[src/rtl/pport_pkg.sv]
package pport_pkg;

  typedef enum logic [1:0] {
    ST_IDLE   = 2'd0,
    ST_SETUP  = 2'd1,
    ST_STROBE = 2'd2,
    ST_HOLD   = 2'd3
  } tx_state_e;

  function automatic int max3(input int a, input int b, input int c);
    int m;
    m = (a > b) ? a : b;
    return (m > c) ? m : c;
  endfunction

endpackage

[src/rtl/pport_sync.sv]
module pport_sync #(
  parameter int WIDTH = 1,
  parameter logic [WIDTH-1:0] RST_VAL = '0
) (
  input  logic             clk,
  input  logic             rst_i,
  input  logic [WIDTH-1:0] d_async,
  output logic [WIDTH-1:0] d_sync
);

  logic [WIDTH-1:0] stage1_q;
  logic [WIDTH-1:0] stage2_q;

  always_ff @(posedge clk or negedge rst_i) begin
    if (!rst_i) begin
      stage1_q <= RST_VAL;
      stage2_q <= RST_VAL;
    end else begin
      stage1_q <= d_async;
      stage2_q <= stage1_q;
    end
  end

  assign d_sync = stage2_q;

endmodule

[src/rtl/pport_fifo.sv]
module pport_fifo #(
  parameter int DEPTH = 16,
  parameter int DW    = 8
) (
  input  logic          clk,
  input  logic          rst_i,
  input  logic          wr_en,
  input  logic [DW-1:0] wr_data,
  input  logic          rd_en,
  output logic [DW-1:0] rd_data,
  output logic          full,
  output logic          empty,
  output logic          drop
);

  localparam int AW = (DEPTH > 1) ? $clog2(DEPTH) : 1;
  localparam int CW = $clog2(DEPTH + 1);

  logic [DW-1:0] mem [DEPTH];
  logic [AW-1:0] wr_ptr_q, wr_ptr_d, rd_ptr_q, rd_ptr_d;
  logic [CW-1:0] count_q, count_d;
  logic          push, pop;

  assign full  = (count_q == CW'(DEPTH));
  assign empty = (count_q == '0);
  assign push  = wr_en && !full;
  assign pop   = rd_en && !empty;
  assign drop  = wr_en && full;
  assign rd_data = mem[rd_ptr_q];

  function automatic logic [AW-1:0] bump(input logic [AW-1:0] p);
    return (p == AW'(DEPTH - 1)) ? '0 : p + 1'b1;
  endfunction

  always_comb begin
    wr_ptr_d = push ? bump(wr_ptr_q) : wr_ptr_q;
    rd_ptr_d = pop  ? bump(rd_ptr_q) : rd_ptr_q;
    count_d  = count_q;
    if (push && !pop)      count_d = count_q + 1'b1;
    else if (pop && !push) count_d = count_q - 1'b1;
  end

  always_ff @(posedge clk or negedge rst_i) begin
    if (!rst_i) begin
      wr_ptr_q <= '0;
      rd_ptr_q <= '0;
      count_q  <= '0;
    end else begin
      wr_ptr_q <= wr_ptr_d;
      rd_ptr_q <= rd_ptr_d;
      count_q  <= count_d;
    end
  end

  always_ff @(posedge clk) begin
    if (push) mem[wr_ptr_q] <= wr_data;
  end

  // the sequencer never asks for a byte the FIFO does not hold
  p_pop_nonempty_r4: assert property (@(posedge clk) disable iff (!rst_i)
    rd_en |-> !empty);

  // a write refused while full leaves the occupancy untouched
  p_no_overflow_r3: assert property (@(posedge clk) disable iff (!rst_i)
    (wr_en && full && !rd_en) |=> (count_q == $past(count_q)));

endmodule

[src/rtl/pport_seq.sv]
module pport_seq
  import pport_pkg::*;
#(
  parameter int SETUP_CYC  = 50,
  parameter int STROBE_CYC = 100,
  parameter int HOLD_CYC   = 50
) (
  input  logic       clk,
  input  logic       rst_i,
  input  logic       fifo_empty,
  input  logic [7:0] fifo_rdata,
  input  logic       busy_s,
  output logic       fifo_pop,
  output logic [7:0] pd_out,
  output logic       strobe_n
);

  localparam int MAXC = max3(SETUP_CYC, STROBE_CYC, HOLD_CYC);
  localparam int CW   = $clog2(MAXC + 1);

  tx_state_e      state_q, state_d;
  logic [CW-1:0]  cnt_q, cnt_d;
  logic [7:0]     data_q, data_d;
  logic           cnt_en;

  always_comb begin
    state_d  = state_q;
    cnt_d    = cnt_q;
    data_d   = data_q;
    fifo_pop = 1'b0;
    cnt_en   = 1'b0;
    unique case (state_q)
      ST_IDLE: begin
        if (!fifo_empty && !busy_s) begin
          fifo_pop = 1'b1;
          data_d   = fifo_rdata;
          cnt_d    = '0;
          state_d  = ST_SETUP;
        end
      end
      ST_SETUP: begin
        cnt_en = 1'b1;
        if (cnt_q == CW'(SETUP_CYC - 1)) begin
          cnt_d   = '0;
          state_d = ST_STROBE;
        end
      end
      ST_STROBE: begin
        cnt_en = 1'b1;
        if (cnt_q == CW'(STROBE_CYC - 1)) begin
          cnt_d   = '0;
          state_d = ST_HOLD;
        end
      end
      ST_HOLD: begin
        cnt_en = 1'b1;
        if (cnt_q == CW'(HOLD_CYC - 1)) begin
          cnt_d   = '0;
          state_d = ST_IDLE;
        end
      end
      default: state_d = ST_IDLE;
    endcase
    if (cnt_en && (state_d == state_q)) cnt_d = cnt_q + 1'b1;
  end

  always_ff @(posedge clk or negedge rst_i) begin
    if (!rst_i) begin
      state_q <= ST_IDLE;
      cnt_q   <= '0;
      data_q  <= '0;
    end else begin
      state_q <= state_d;
      cnt_q   <= cnt_d;
      data_q  <= data_d;
    end
  end

  assign pd_out   = data_q;
  assign strobe_n = (state_q != ST_STROBE);

  // the data lines only move on a launch out of the idle state
  p_data_held_r7: assert property (@(posedge clk) disable iff (!rst_i)
    !$stable(data_q) |-> ($past(state_q) == ST_IDLE));

  // while the strobe is low the data lines do not move
  p_strobe_data_r6: assert property (@(posedge clk) disable iff (!rst_i)
    (!strobe_n && !$past(strobe_n)) |-> $stable(pd_out));

endmodule

[src/rtl/pport_tx.sv]
module pport_tx #(
  parameter int DEPTH       = 16,
  parameter int SETUP_CYC   = 50,
  parameter int STROBE_CYC  = 100,
  parameter int HOLD_CYC    = 50,
  parameter int TIMEOUT_CYC = 1000000
) (
  input  logic       clk,
  input  logic       rst_n,
  input  logic       wr_en,
  input  logic [7:0] wr_data,
  input  logic       irq_en,
  input  logic       flag_clr,
  input  logic       busy_in,
  input  logic       ack_n,
  output logic [7:0] pd_out,
  output logic       strobe_n,
  output logic       fifo_full,
  output logic       fifo_empty,
  output logic       ack_flag,
  output logic       irq,
  output logic       ovf_err,
  output logic       tout_err
);

  localparam int TCW = $clog2(TIMEOUT_CYC + 1);

  logic       rst_s1_q, rst_i;
  logic [1:0] sync_out;
  logic       busy_s, ack_s, ack_d_q;
  logic       pop, drop, ack_fall, tout_hit;
  logic [7:0] fifo_rdata;
  logic [TCW-1:0] tcnt_q, tcnt_d;
  logic       ack_flag_q, ovf_q, tout_q;
  logic       ack_flag_d, ovf_d, tout_d;

  // reset: asserted at once, released after two clock edges
  always_ff @(posedge clk or negedge rst_n) begin
    if (!rst_n) begin
      rst_s1_q <= 1'b0;
      rst_i    <= 1'b0;
    end else begin
      rst_s1_q <= 1'b1;
      rst_i    <= rst_s1_q;
    end
  end

  pport_sync #(.WIDTH(2), .RST_VAL(2'b10)) u_sync (
    .clk     (clk),
    .rst_i   (rst_i),
    .d_async ({ack_n, busy_in}),
    .d_sync  (sync_out)
  );
  assign busy_s = sync_out[0];
  assign ack_s  = sync_out[1];

  pport_fifo #(.DEPTH(DEPTH), .DW(8)) u_fifo (
    .clk     (clk),
    .rst_i   (rst_i),
    .wr_en   (wr_en),
    .wr_data (wr_data),
    .rd_en   (pop),
    .rd_data (fifo_rdata),
    .full    (fifo_full),
    .empty   (fifo_empty),
    .drop    (drop)
  );

  pport_seq #(
    .SETUP_CYC  (SETUP_CYC),
    .STROBE_CYC (STROBE_CYC),
    .HOLD_CYC   (HOLD_CYC)
  ) u_seq (
    .clk        (clk),
    .rst_i      (rst_i),
    .fifo_empty (fifo_empty),
    .fifo_rdata (fifo_rdata),
    .busy_s     (busy_s),
    .fifo_pop   (pop),
    .pd_out     (pd_out),
    .strobe_n   (strobe_n)
  );

  assign ack_fall = ack_d_q && !ack_s;
  assign tout_hit = busy_s && (tcnt_q == TCW'(TIMEOUT_CYC - 1));

  always_comb begin
    if (!busy_s)       tcnt_d = '0;
    else if (tout_hit) tcnt_d = tcnt_q;
    else               tcnt_d = tcnt_q + 1'b1;
    ack_flag_d = (ack_flag_q && !flag_clr) || ack_fall;
    ovf_d      = (ovf_q      && !flag_clr) || drop;
    tout_d     = (tout_q     && !flag_clr) || tout_hit;
  end

  always_ff @(posedge clk or negedge rst_i) begin
    if (!rst_i) begin
      ack_d_q    <= 1'b1;
      tcnt_q     <= '0;
      ack_flag_q <= 1'b0;
      ovf_q      <= 1'b0;
      tout_q     <= 1'b0;
    end else begin
      ack_d_q    <= ack_s;
      tcnt_q     <= tcnt_d;
      ack_flag_q <= ack_flag_d;
      ovf_q      <= ovf_d;
      tout_q     <= tout_d;
    end
  end

  assign ack_flag = ack_flag_q;
  assign ovf_err  = ovf_q;
  assign tout_err = tout_q;
  assign irq      = ack_flag_q && irq_en;

  // the timeout flag only rises after a cycle with busy seen high
  p_timeout_busy_r9: assert property (@(posedge clk) disable iff (!rst_i)
    $rose(tout_err) |-> $past(busy_s));

  // a launch never happens while the synchronized busy is high
  p_launch_ready_r4: assert property (@(posedge clk) disable iff (!rst_i)
    $rose(pop) |-> !busy_s);

  // the acknowledge flag rises only after the synchronized line went low
  p_ack_edge_r8: assert property (@(posedge clk) disable iff (!rst_i)
    $rose(ack_flag) |-> !$past(ack_s));

endmodule

[config.mk]
export PLATFORM = sky130hd
export DESIGN_NAME = pport_tx
export DESIGN_NICKNAME = d
export VERILOG_FILES = /design/src/rtl/pport_pkg.sv /design/src/rtl/pport_sync.sv /design/src/rtl/pport_fifo.sv /design/src/rtl/pport_seq.sv /design/src/rtl/pport_tx.sv
export SDC_FILE = /design/constraint.sdc
export NUM_CORES = 1
export LEC_CHECK = 0
export ABC_AREA = 1
export BUFFER_PORTS_ARGS = -buffer_cell sky130_fd_sc_hd__buf_4
export CORE_ASPECT_RATIO = 0.5
export CORE_MARGIN = 10
export CORE_UTILIZATION = 55
export CTS_CLUSTER_DIAMETER = 50
export DETAILED_ROUTE_END_ITERATION = 8
export MAX_ROUTING_LAYER = met4
export PLACE_DENSITY_LB_ADDON = 0.15
export SLEW_MARGIN = 30
export SYNTH_ARGS = -nofsm -noshare
export SYNTH_HDL_FRONTEND = slang
export SYNTH_SLANG_ARGS = --single-unit
[constraint.sdc]
create_clock -name clk -period 4.2 [get_ports clk]
set_input_delay 0.21 -clock clk [delete_from_list [all_inputs] [get_ports clk]]
set_output_delay 0.21 -clock clk [all_outputs]
set_load 0.005 [all_outputs]
==> impl_metrics.py <==
metrics = {
    "synthesis": {
        "syn_area_per_cell_sq_um": 9.387,
        "synth_area_leaders": "edfxtp_1 45%, dfrtp_1 17%, nand2_1 12%, nand3_1 6.1%, inv_1 6.1%",
        "yosys_warnings": 0,
        "ys_seq_elements": 188,
        "synth_ff_type": "edfxtp_1",
        "synth_edf_count": 128,
        "async_flop_share_pct": 31.91,
        "syn_nets": 947,
        "synthCells": 919,
        "ys_seq_area_share_pct": 62.00,
        "yosysTopAreaCellShare_pct": 44.55,
        "synthesis.area_sq_um": 8627,
        "yosysUniqueCellTypes": 33,
        "synth_area_leader_cell": "edfxtp_1",
    },
    "timing": {
        "rsz0062_at_grt": "false",
        "hold_viol": 0,
        "fmax_ghz": 0.4046,
        "tns_ns": 0,
        "finClkSkew_ns": 0.01024,
        "slew_viol_final": 0,
        "worst_slew_pin_slew_ns": 0.8618,
        "finalSetupViolations": 0,
        "period_needed_ns": 2.472,
        "period_share_pct": 58.85,
        "relSlewSlack_pct": 42.34,
    },
    "clocking": {
        "clkTransAtPathRegs_ns": 0.07,
        "cts_root_buffer": "clkbuf_16",
        "cts-buffers-inserted": 17,
        "cts_hold_buf": 4,
        "cts_setup_buffers": 0,
        "htree_levels": 4,
        "clk_latency_ns": 0.43,
        "clockBufferDepth": 2,
        "cts_tree": "done",
        "cts_resized": 0,
        "clkSinkCount": 188,
    },
    "detailed_routing": {
        "drt_wl_total_mm": 18.14,
        "drt_iter0_drc": 403,
        "postRouteAntennaNets": 0,
        "first_pass_iters": 5,
        "via_per_inst": 5.162,
        "vias": 6009,
        "drc_errors": 0,
        "wl_per_cell_microns": 15.59,
    },
    "worst_setup_path": {
        "timing.rr.end": "u_fifo.count_q[4]",
        "r2r_cells": 11,
        "crit_family": "flip-flops",
        "path_cells": "inv_1 > nand3_2 > ha_1 > inv_1 > fa_1 > nand2_1 > nand2_1 > a21oi_1 > xor2_1 > nand2_1 > o21ai_0",
        "critical_path_class": "flip-flop to flip-flop",
        "cp-start-kind": "flip-flop",
        "path_buf_inv": 2,
        "reg2reg_slack_ns": 1.73,
        "worstSetupEndpointType": "flip-flop",
        "r2r-start": "u_sync.d_sync[0]",
        "cpMostUsedCell": "nand2_1",
        "crit_slowest_cell": "dfrtp_1",
        "crit_start": "u_sync.d_sync[0]",
        "path_depth": 11,
        "cp.required_ns": 4.54,
        "crit_arrival_ns": 2.82,
        "worst-path-max-fanout": 18,
        "endpoint": "u_fifo.count_q[4]",
        "cp_slowest_stage_delay_ns": 0.70,
    },
    "global_routing": {
        "grt_pass1_vias": 5737,
        "busiest_layer": "met2",
        "grt_max_degree": 67,
        "grt_pass1_wl_mm": 29.19,
        "gr-usage-all-layers_pct": 18.06,
        "grt_util_met1_pct": 22.54,
        "antenna_found_initial": 1,
        "met3_usage_pct": 3.628,
        "globalRouteOverflowTotal": 0,
        "use_met2_pct": 29.42,
    },
    "hold_path": {
        "hold_class": "primary input to flip-flop",
    },
    "flow_run": {
        "cap_violations": 0,
    },
    "floorplanning": {
        "fp.dieW_microns": 197.1,
        "dieArea_sq_um": 21400,
        "initial_utilization_pct": 56.11,
        "coreArea_sq_um": 15370,
        "io_pins": 30,
        "die_y_microns": 108.6,
        "row_count": 32,
    },
    "cells_and_area": {
        "drive_gt1_share_pct": 8.854,
        "nNetsFinal": 975,
        "area_delta_synth_final_pct": 12.12,
        "diodes": 0,
        "final_area_sq_um": 9673,
    },
    "power": {
        "leakage_uw": 0.004347,
        "p_per_area_nw_per_um2": 466.7,
        "peakVddDrop_mv": 0.2659,
    },
    "place": {
        "dp_hpwl_mm": 11.30,
        "placed_cell_area_sq_um": 8965,
        "port_buffers": 29,
        "routabilityCongestion": 0.8692,
    },
    "outcome": {
        "outcome": "complete, no violations",
    },
}
==> worst min path at each step <==
stage,startpoint,end,slack [ns],cells after the start
after floorplan,rst_n,rst_i,-0.09,0
after global placement,rst_n,rst_s1_q,-0.007,1
after detailed placement,rst_n,rst_s1_q,-0.005,1
after CTS,wr_en,ovf_err,0.03,3
after global routing,wr_en,ovf_err,0.04,3
final,wr_en,ovf_err,0.03,3
==> cells in the final DEF (no fill, tap or decap), types with 2 or more instances in the layout <==
cell type        n
xnor2_1          3
nor2_1          90
nand3_2          2
inv_6            5
ha_1            12
dlygate4sd3_1    4
bufinv_16        5
inv_1          141
o21ai_0         16
nand2_1        272
inv_8            2
or2_2            6
dfrtp_1         55
nand4_1         14
xor2_1          11
clkinv_1         2
dfrtp_2          2
a21oi_1          8
or2_1            5
nor2_2           2
nor3_1           3
edfxtp_1       128
clkbuf_16       17
nand3_1        106
buf_4           33
dfstp_2          3
==> tightest hold or removal path, cell delays in order <==
cell	delay [ns]
buf_4	0.09
nand2_1	0.04
o21ai_0	0.07
==> flip-flops by register name (all words and copies together) (netlist names) <==
| signal | flops |
|---|---|
| u_seq.cnt_q | 7 |
| u_fifo.mem | 128 |
| u_fifo.rd_ptr_q | 4 |
| tout_err | 1 |
| u_seq.pd_out | 8 |
| rst_s1_q | 1 |
| rst_i | 1 |
| u_fifo.wr_ptr_q | 4 |
| u_seq.state_q | 2 |
| u_sync.stage1_q | 2 |
| ack_d_q | 1 |
| u_sync.d_sync | 2 |
| u_fifo.count_q | 5 |
| tcnt_q | 20 |
| ack_flag | 1 |
| ovf_err | 1 |
==> area by class of cell <==
| cell class | instances | area, sq um |
|---|---|---|
| repair buffers | 37 | 287.8 |
| clock inverters | 14 | 229.0 |
| well taps | 204 | 255.2 |
| clock buffers | 18 | 439.2 |
| inverters | 145 | 546.8 |
| flip-flops and latches | 188 | 5351 |
| multi-input cells | 558 | 2564 |
| fillers | 1262 | 5702 |
==> layer usage <==
layer,up-vias,part of all wire [%]
li1,2984,-
met1,2829,46
met2,167,48
met3,29,5.0
met4,0,1.5
met5,-,0
==> cell usage after synthesis (4+ instances only) <==
library cell and number:
a21oi_1 8, dfrtp_1 57, o21ai_0 16, nand3_1 106, nor2_1 90, or2_1 5
inv_1 141, buf_6 4, xor2_1 11, buf_2 16, nand4_1 14, or2_2 6
ha_1 12, edfxtp_1 128, nand2_1 272, buf_4 4
==> cell families after synthesis <==
kind of cell	synth area share, %
flops	62.00
xor+xnor	1.421
other cells	0.04347
fa+ha+maj	1.972
compound gates	1.610
buf+inv	8.282
simple gates	24.67
==> power breakdown <==
group / switching [uW] / leakage [uW] / internal, uW / total (uW)
combinational: 313 / 0.00210 / 144 / 457
clock: 732 / 0.000326 / 1090 / 1820
sequential: 81.2 / 0.00192 / 2150 / 2230
total: 1130 / 0.00435 / 3390 / 4510
==> through the flow <==
step / std cells / hold WS (ns) / setup WS (ns) / util [%] / total power [uW]
3_5_place_dp: 1128 / -0.005366 / 1.753 / 58.31 / 2727
2_1_floorplan: 919 / -0.08559 / 2.058 / - / 2556
5_1_grt: 1164 / 0.03970 / 1.500 / 62.92 / 4691
3_3_place_gp: 1128 / -0.006523 / 1.864 / 58.29 / 2695
4_1_cts: 1164 / 0.02996 / 1.729 / 62.92 / 4534
6_report: 1164 / 0.03252 / 1.728 / 62.92 / 4514
Power figures use the tool's default switching activity.
